## config.mk

```make
export PLATFORM = sky130hd
export DESIGN_NAME = core_idle_ctrl
export DESIGN_NICKNAME = d
export VERILOG_FILES = /design/src/rtl/cis_pkg.sv /design/src/rtl/cis_thread_track.sv /design/src/rtl/cis_residency.sv /design/src/rtl/cis_restore_seq.sv /design/src/rtl/core_idle_ctrl.sv
export SDC_FILE = /design/constraint.sdc
export NUM_CORES = 1
export LEC_CHECK = 0
export CAP_MARGIN = 15
export CORE_UTILIZATION = 45
export DETAILED_ROUTE_END_ITERATION = 6
export GPL_ROUTABILITY_DRIVEN = 0
export GPL_TIMING_DRIVEN = 1
export PLACE_DENSITY_LB_ADDON = 0.12
export SKIP_CTS_REPAIR_TIMING = 1
export SYNTH_ARGS = -nofsm -noshare
export SYNTH_HDL_FRONTEND = slang
export SYNTH_HIERARCHICAL = 1
export SYNTH_SLANG_ARGS = --single-unit
```

## constraint.sdc

```tcl
create_clock -name clk_i -period 2.6 [get_ports clk_i]
set_input_delay 0.65 -clock clk_i [delete_from_list [all_inputs] [get_ports clk_i]]
set_output_delay 0.65 -clock clk_i [all_outputs]
set_load 0.02 [all_outputs]
```

## src/rtl/cis_pkg.sv

```systemverilog
package cis_pkg;
   typedef enum logic [1:0] {
      CS_ACTIVE = 2'b00,
      CS_CGATE  = 2'b01,
      CS_PGATE  = 2'b10
   } core_st_e;
endpackage

```

## src/rtl/cis_thread_track.sv

```systemverilog
module cis_thread_track #(
   parameter int NT = 4
) (
   input  logic          clk_i,
   input  logic          rst_ni,
   input  logic [NT-1:0] halt_i,
   input  logic [NT-1:0] wake_i,
   input  logic          upd_en_i,
   input  logic          collect_i,
   input  logic          commit_i,
   output logic [NT-1:0] run_q_o,
   output logic [NT-1:0] run_nxt_o,
   output logic          wake_any_o
);
   logic [NT-1:0] pend_q;

   assign wake_any_o = |wake_i;

   for (genvar t = 0; t < NT; t++) begin : g_thr
      assign run_nxt_o[t] = wake_i[t] | (run_q_o[t] & ~halt_i[t]);

      always_ff @(posedge clk_i) begin
         if (!rst_ni) begin
            run_q_o[t] <= 1'b1;
            pend_q[t]  <= 1'b0;
         end else if (commit_i) begin
            run_q_o[t] <= pend_q[t] | wake_i[t];
            pend_q[t]  <= 1'b0;
         end else if (collect_i) begin
            pend_q[t]  <= pend_q[t] | wake_i[t];
         end else if (upd_en_i) begin
            run_q_o[t] <= run_nxt_o[t];
         end
      end

      // a wake wins over a halt in the same cycle
      p_wake_wins_r4: assert property (@(posedge clk_i) disable iff (!rst_ni)
         (upd_en_i && !commit_i && wake_i[t]) |=> run_q_o[t]);
   end
endmodule

```

## src/rtl/cis_residency.sv

```systemverilog
module cis_residency #(
   parameter int CW = 16
) (
   input  logic          clk_i,
   input  logic          rst_ni,
   input  logic          en_i,
   input  logic [CW-1:0] thr_i,
   output logic          expire_o
);
   logic [CW-1:0] cnt_q;
   logic [CW:0]   cnt_p1;

   assign cnt_p1   = {1'b0, cnt_q} + 1'b1;
   assign expire_o = en_i && (thr_i != '0) && (cnt_p1 >= {1'b0, thr_i});

   always_ff @(posedge clk_i) begin
      if (!rst_ni || !en_i)
         cnt_q <= '0;
      else if (cnt_q != '1)
         cnt_q <= cnt_q + 1'b1;
   end

   // leaving idle residency (or a wake) clears the count
   p_cnt_clear_r8: assert property (@(posedge clk_i) disable iff (!rst_ni)
      !en_i |=> (cnt_q == '0));
endmodule

```

## src/rtl/cis_restore_seq.sv

```systemverilog
module cis_restore_seq #(
   parameter int PG = 16
) (
   input  logic clk_i,
   input  logic rst_ni,
   input  logic start_i,
   output logic busy_o,
   output logic done_o
);
   initial begin
      assert (PG >= 1) else $error("cis_restore_seq: PG must be at least 1");
   end

   if (PG == 1) begin : g_single
      assign done_o = busy_o;
   end else begin : g_timed
      localparam int TW = $clog2(PG);
      logic [TW-1:0] tmr_q;

      assign done_o = busy_o && (tmr_q == TW'(PG - 1));

      always_ff @(posedge clk_i) begin
         if (!rst_ni || start_i)
            tmr_q <= '0;
         else if (busy_o && !done_o)
            tmr_q <= tmr_q + 1'b1;
      end

      // the timer never passes the power-good length
      p_tmr_bound_r9: assert property (@(posedge clk_i) disable iff (!rst_ni)
         busy_o |-> (tmr_q <= TW'(PG - 1)));
   end

   always_ff @(posedge clk_i) begin
      if (!rst_ni)
         busy_o <= 1'b0;
      else if (start_i)
         busy_o <= 1'b1;
      else if (done_o)
         busy_o <= 1'b0;
   end
endmodule

```

## src/rtl/core_idle_ctrl.sv

```systemverilog
module core_idle_ctrl
   import cis_pkg::*;
#(
   parameter int NUM_THREADS = 4,
   parameter int THR_W       = 16,
   parameter int PGOOD_CYC   = 16
) (
   input  logic                   clk_i,
   input  logic                   rst_ni,
   input  logic [NUM_THREADS-1:0] halt_i,
   input  logic [NUM_THREADS-1:0] wake_i,
   input  logic [THR_W-1:0]       idle_thr_i,
   output logic                   clk_en_o,
   output logic                   pwr_en_o,
   output logic [1:0]             state_o,
   output logic                   ready_o,
   output logic [NUM_THREADS-1:0] run_o
);
   initial begin
      assert (NUM_THREADS >= 1) else $error("core_idle_ctrl: NUM_THREADS must be at least 1");
      assert (THR_W >= 1)       else $error("core_idle_ctrl: THR_W must be at least 1");
   end

   core_st_e                st_q, st_d;
   logic [NUM_THREADS-1:0]  run_nxt;
   logic                    wake_any, expire, rs_busy, rs_done, rs_start;

   assign rs_start = (st_q == CS_PGATE) && !rs_busy && wake_any;

   cis_thread_track #(.NT(NUM_THREADS)) u_track (
      .clk_i      (clk_i),
      .rst_ni     (rst_ni),
      .halt_i     (halt_i),
      .wake_i     (wake_i),
      .upd_en_i   ((st_q == CS_ACTIVE) || (st_q == CS_CGATE)),
      .collect_i  (st_q == CS_PGATE),
      .commit_i   (rs_done),
      .run_q_o    (run_o),
      .run_nxt_o  (run_nxt),
      .wake_any_o (wake_any)
   );

   cis_residency #(.CW(THR_W)) u_resid (
      .clk_i    (clk_i),
      .rst_ni   (rst_ni),
      .en_i     ((st_q == CS_CGATE) && !wake_any),
      .thr_i    (idle_thr_i),
      .expire_o (expire)
   );

   cis_restore_seq #(.PG(PGOOD_CYC)) u_restore (
      .clk_i   (clk_i),
      .rst_ni  (rst_ni),
      .start_i (rs_start),
      .busy_o  (rs_busy),
      .done_o  (rs_done)
   );

   always_comb begin
      st_d = st_q;
      unique case (st_q)
         CS_ACTIVE: if (run_nxt == '0) st_d = CS_CGATE;
         CS_CGATE:  if (wake_any)      st_d = CS_ACTIVE;
                    else if (expire)   st_d = CS_PGATE;
         CS_PGATE:  if (rs_done)       st_d = CS_ACTIVE;
         default:                      st_d = CS_ACTIVE;
      endcase
   end

   always_ff @(posedge clk_i) begin
      if (!rst_ni) st_q <= CS_ACTIVE;
      else         st_q <= st_d;
   end

   assign state_o  = st_q;
   assign clk_en_o = (st_q == CS_ACTIVE);
   assign pwr_en_o = (st_q != CS_PGATE) || rs_busy;
   assign ready_o  = (st_q != CS_PGATE);

   // power must be up whenever the clock runs
   p_clk_needs_pwr_r11: assert property (@(posedge clk_i) disable iff (!rst_ni)
      clk_en_o |-> pwr_en_o);
   // the unused code is never reported
   p_no_illegal_r12: assert property (@(posedge clk_i) disable iff (!rst_ni)
      state_o != 2'b11);
   // active state implies at least one running thread
   p_active_has_run_r2: assert property (@(posedge clk_i) disable iff (!rst_ni)
      (state_o == 2'b00) |-> (run_o != '0));
   // gated states hold no running thread
   p_gated_all_halt_r3: assert property (@(posedge clk_i) disable iff (!rst_ni)
      (state_o != 2'b00) |-> (run_o == '0));
   // a wake in clock-gated state returns to active next cycle
   p_cgate_wake_r5: assert property (@(posedge clk_i) disable iff (!rst_ni)
      ((state_o == 2'b01) && (wake_i != '0)) |=> (state_o == 2'b00) && clk_en_o);
   // a wake in power-gated state raises power next cycle with clock still off
   p_pwr_first_r9: assert property (@(posedge clk_i) disable iff (!rst_ni)
      ((state_o == 2'b10) && !pwr_en_o && (wake_i != '0)) |=> pwr_en_o && !clk_en_o);
endmodule

```

==> run summary, run 1 <==
Max-cap violations - 0
fin crit share - 1.009
Area contributors post-synth - dfxtp_1 (30%), ha_1 (11%), inv_1 (5.5%), a21oi_1 (4.9%), xor2_1 (3.4%)
Initial DRC Count - 59
Critical Path Start Type - flip-flop
CTS clk-pin slew, worst paths - 0.06 ns
Worst Skew - 0.006554 ns
most frequent cells in the layout - buf_4 (35), clkdlybuf4s50_1 (34), inv_1 (30)
Critical Path Sink Type - flip-flop
CP peak stage delay - 0.35 ns
Setup TNS - -0.02236 ns
CTS tree - done
initial antenna violation count - 0
leakage - 0.001343 uW
Synth Register Bits - 31
commonest non-fill, non-tap cell in the layout - buf_4
final setup fails - 1
Final nets - 366
crit path DAT - 2.79 ns
starting density of the core - 0.4686
outcome - finished, violations left
TritonCTS Buffers - 5
CP bufs+invs - 0
core box area - 0.004384 sq mm
Inst Count DP - 362
routed length per placed instance - 12.75 microns
FF/Latch Area - 625.6 sq um
CP delay by family, top - simple AND/OR/NAND/NOR gates
Critical Path Slowest Stage Cell - dfxtp_2
die height - 69.57 microns
register area share after synthesis - 0.3021
failing checks - negative setup slack
Synth area leader - dfxtp_1
vias per cell - 5.190
maximum VDD drop - 0.3494 mV
H-tree depth - 2
Post-Syn Area - 0.002054 sq mm
type of the worst setup path - flip-flop to flip-flop
Routed Antenna Nets - 0
Root Driver - clkbuf_8
PnR worst setup slack - -0.02236 ns
crit-path cells - ha_4, nand4_1, nor3_2, and3_4, xor2_2, ha_1, a21oi_1, o21ai_1, nand2b_1, a41oi_2, and4bb_2, o21a_1
die width - 69.57 microns
Post-Route WL - 4767 microns
number of synthesized flops with an enable pin - 0
num rows - 24
# DRC - 0
syn avg cell area - 8.251 sq um
# IOs - 35
vias in the first global route - 1773
Area Overhead vs Synth - 41.66%
DRT Pass-1 Iters - 4
Worst Hold Class - flip-flop to flip-flop
Design Area, Final - 0.002910 sq mm
unrepaired setup endpoints after global routing - yes
layout cells sized above 1 - 0.2453
slew at the pin closest to its max-slew limit - 0.5689 ns
Final HPWL DP - 3526 microns
Power Dens Cells - 329.2 mW/mm^2
Final Hold Vio Count - 0
share of the synthesized area in the top cell type - 0.3021
max-slew violations - 0
CP Max Fanout - 4
Synth Net Count - 293
relative slew slack - 0.6199
layout filler cell count - 384
first-pass GRT wire length - 7596 microns
vias post-DR - 1941
total track usage - 0.1908
Placed Area - 0.002680 sq mm
critical path required time - 2.77 ns
Non-Filler Instances - 374
synth warn - 6
ys flop type - dfxtp_1
Worst-Skew Late Latency - 0.27 ns
worst hold margin - 0.4728 ns
max frequency - 381.3 MHz
die area - 0.004840 sq mm
post-synthesis async set-or-reset flop share - 0
minimum clock period after layout - 2.622 ns
Multi-input gate area - 0.001396 sq mm
largest net degree at the start of global routing - 18
GR Overflow Total - 0
Yosys cell types - 50
IO buf count - 34
Place WS - -0.2733 ns
Post-Synthesis Cells - 249
diode count - 0
clock buffer depth - 2
clock sinks - 31
## layer usage
layer / share of wire / track usage / routed length (microns) / vias up
met3: 0.042 / 0.02616 / 198 / 4
met2: 0.48 / 0.3279 / 2267 / 41
met5: 0 / 0 / 0 / -
met1: 0.48 / 0.2457 / 2269 / 886
li1: - / - / - / 1010
met4: 0.0065 / 0.06122 / 31 / 0
## power by group
group	internal, uW	switching (uW)	leakage, uW	total, uW
clock network	207	163	0.0000470	370
logic	64.6	42.5	0.00104	107
registers	478	2.75	0.000252	481
## logic make-up after synthesis
logic type | share of synthesized area
adder cells (fa/ha/maj) | 0.1096
XOR/XNOR | 0.06395
flip-flops | 0.3021
AO/OA/AOI/OAI | 0.1370
multiplexers | 0.01949
buffers and inverters | 0.06699
AND/OR/NAND/NOR | 0.3009
## final timing paths
check             slack (ns)                           start                         endpoint  depth (start not counted)
hold / removal          0.47  u_track/pend_q[0]$_SDFFE_PP0P_  u_track/run_q_o[0]$_SDFFE_PN1P_                          2
setup reg to reg       -0.02   u_resid/cnt_q[0]$_SDFFE_PP0P_          state_o[1]$_SDFFE_PN0P_                         12
hold reg to reg         0.47  u_track/pend_q[0]$_SDFFE_PP0P_  u_track/run_q_o[0]$_SDFFE_PN1P_                          2
setup / recovery       -0.02   u_resid/cnt_q[0]$_SDFFE_PP0P_          state_o[1]$_SDFFE_PN0P_                         12
## synthesized netlist by cell type, types with 2 or more instances
cell type   n
dfxtp_1    31
inv_1      30
a21oi_1    20
ha_1       18
nor2_1     18
nand2_1    13
nand3_1    10
nor3_1     10
nor2b_1     9
xor2_1      8
xnor2_1     7
nand2b_1    6
nor4_1      6
a21o_1      5
and3_1      4
mux2i_1     4
nand4_1     4
o21ai_0     4
or3b_1      4
o211a_1     3
a41oi_1     2
nor2_2      2
nor2b_4     2
nor3b_1     2
o21ai_2     2
## metrics by stage
stage,power (uW),utilization
after CTS,968.9,0.6313
after floorplan,529.5,-
final,958.0,0.6638
after global routing,1003,0.6638
after detailed placement,597.6,0.6113
after global placement,596.9,0.6113
## layout make-up
class | instances | share of cell area
repair buffers | 70 | 0.2141
clock buffers | 6 | 0.02837
well taps | 52 | 0.02236
clock inverters | 1 | 0.001720
inverters | 30 | 0.03869
multi-input cells | 184 | 0.4798
flip-flops and latches | 31 | 0.2150
## registers in the layout, indices dropped and copies added, names as in the netlist
signal / count
state_o: 2
u_resid/cnt_q: 16
u_restore/busy_o: 1
u_restore/g_timed.tmr_q: 4
u_track/pend_q: 4
u_track/run_q_o: 4
## tightest hold or removal path: cells and delay by family (launching register included)
family,cells,cell delay [ns]
AND/OR/NAND/NOR,1,0.05
AO/OA/AOI/OAI,1,0.06
flip-flops,1,0.33
No activity file was read; power rests on OpenSTA's default activity.
==> run 2, diff against run 1 <==
Settings changed: CTS_BUF_LIST from default to sky130_fd_sc_hd__clkbuf_4 sky130_fd_sc_hd__clkbuf_8, CTS_CLUSTER_SIZE from default to 8, SETUP_SLACK_MARGIN from default to 0.05.
==> results of run 2 <==
No change in the layout: final DEF, timing and power equal those of run 1.
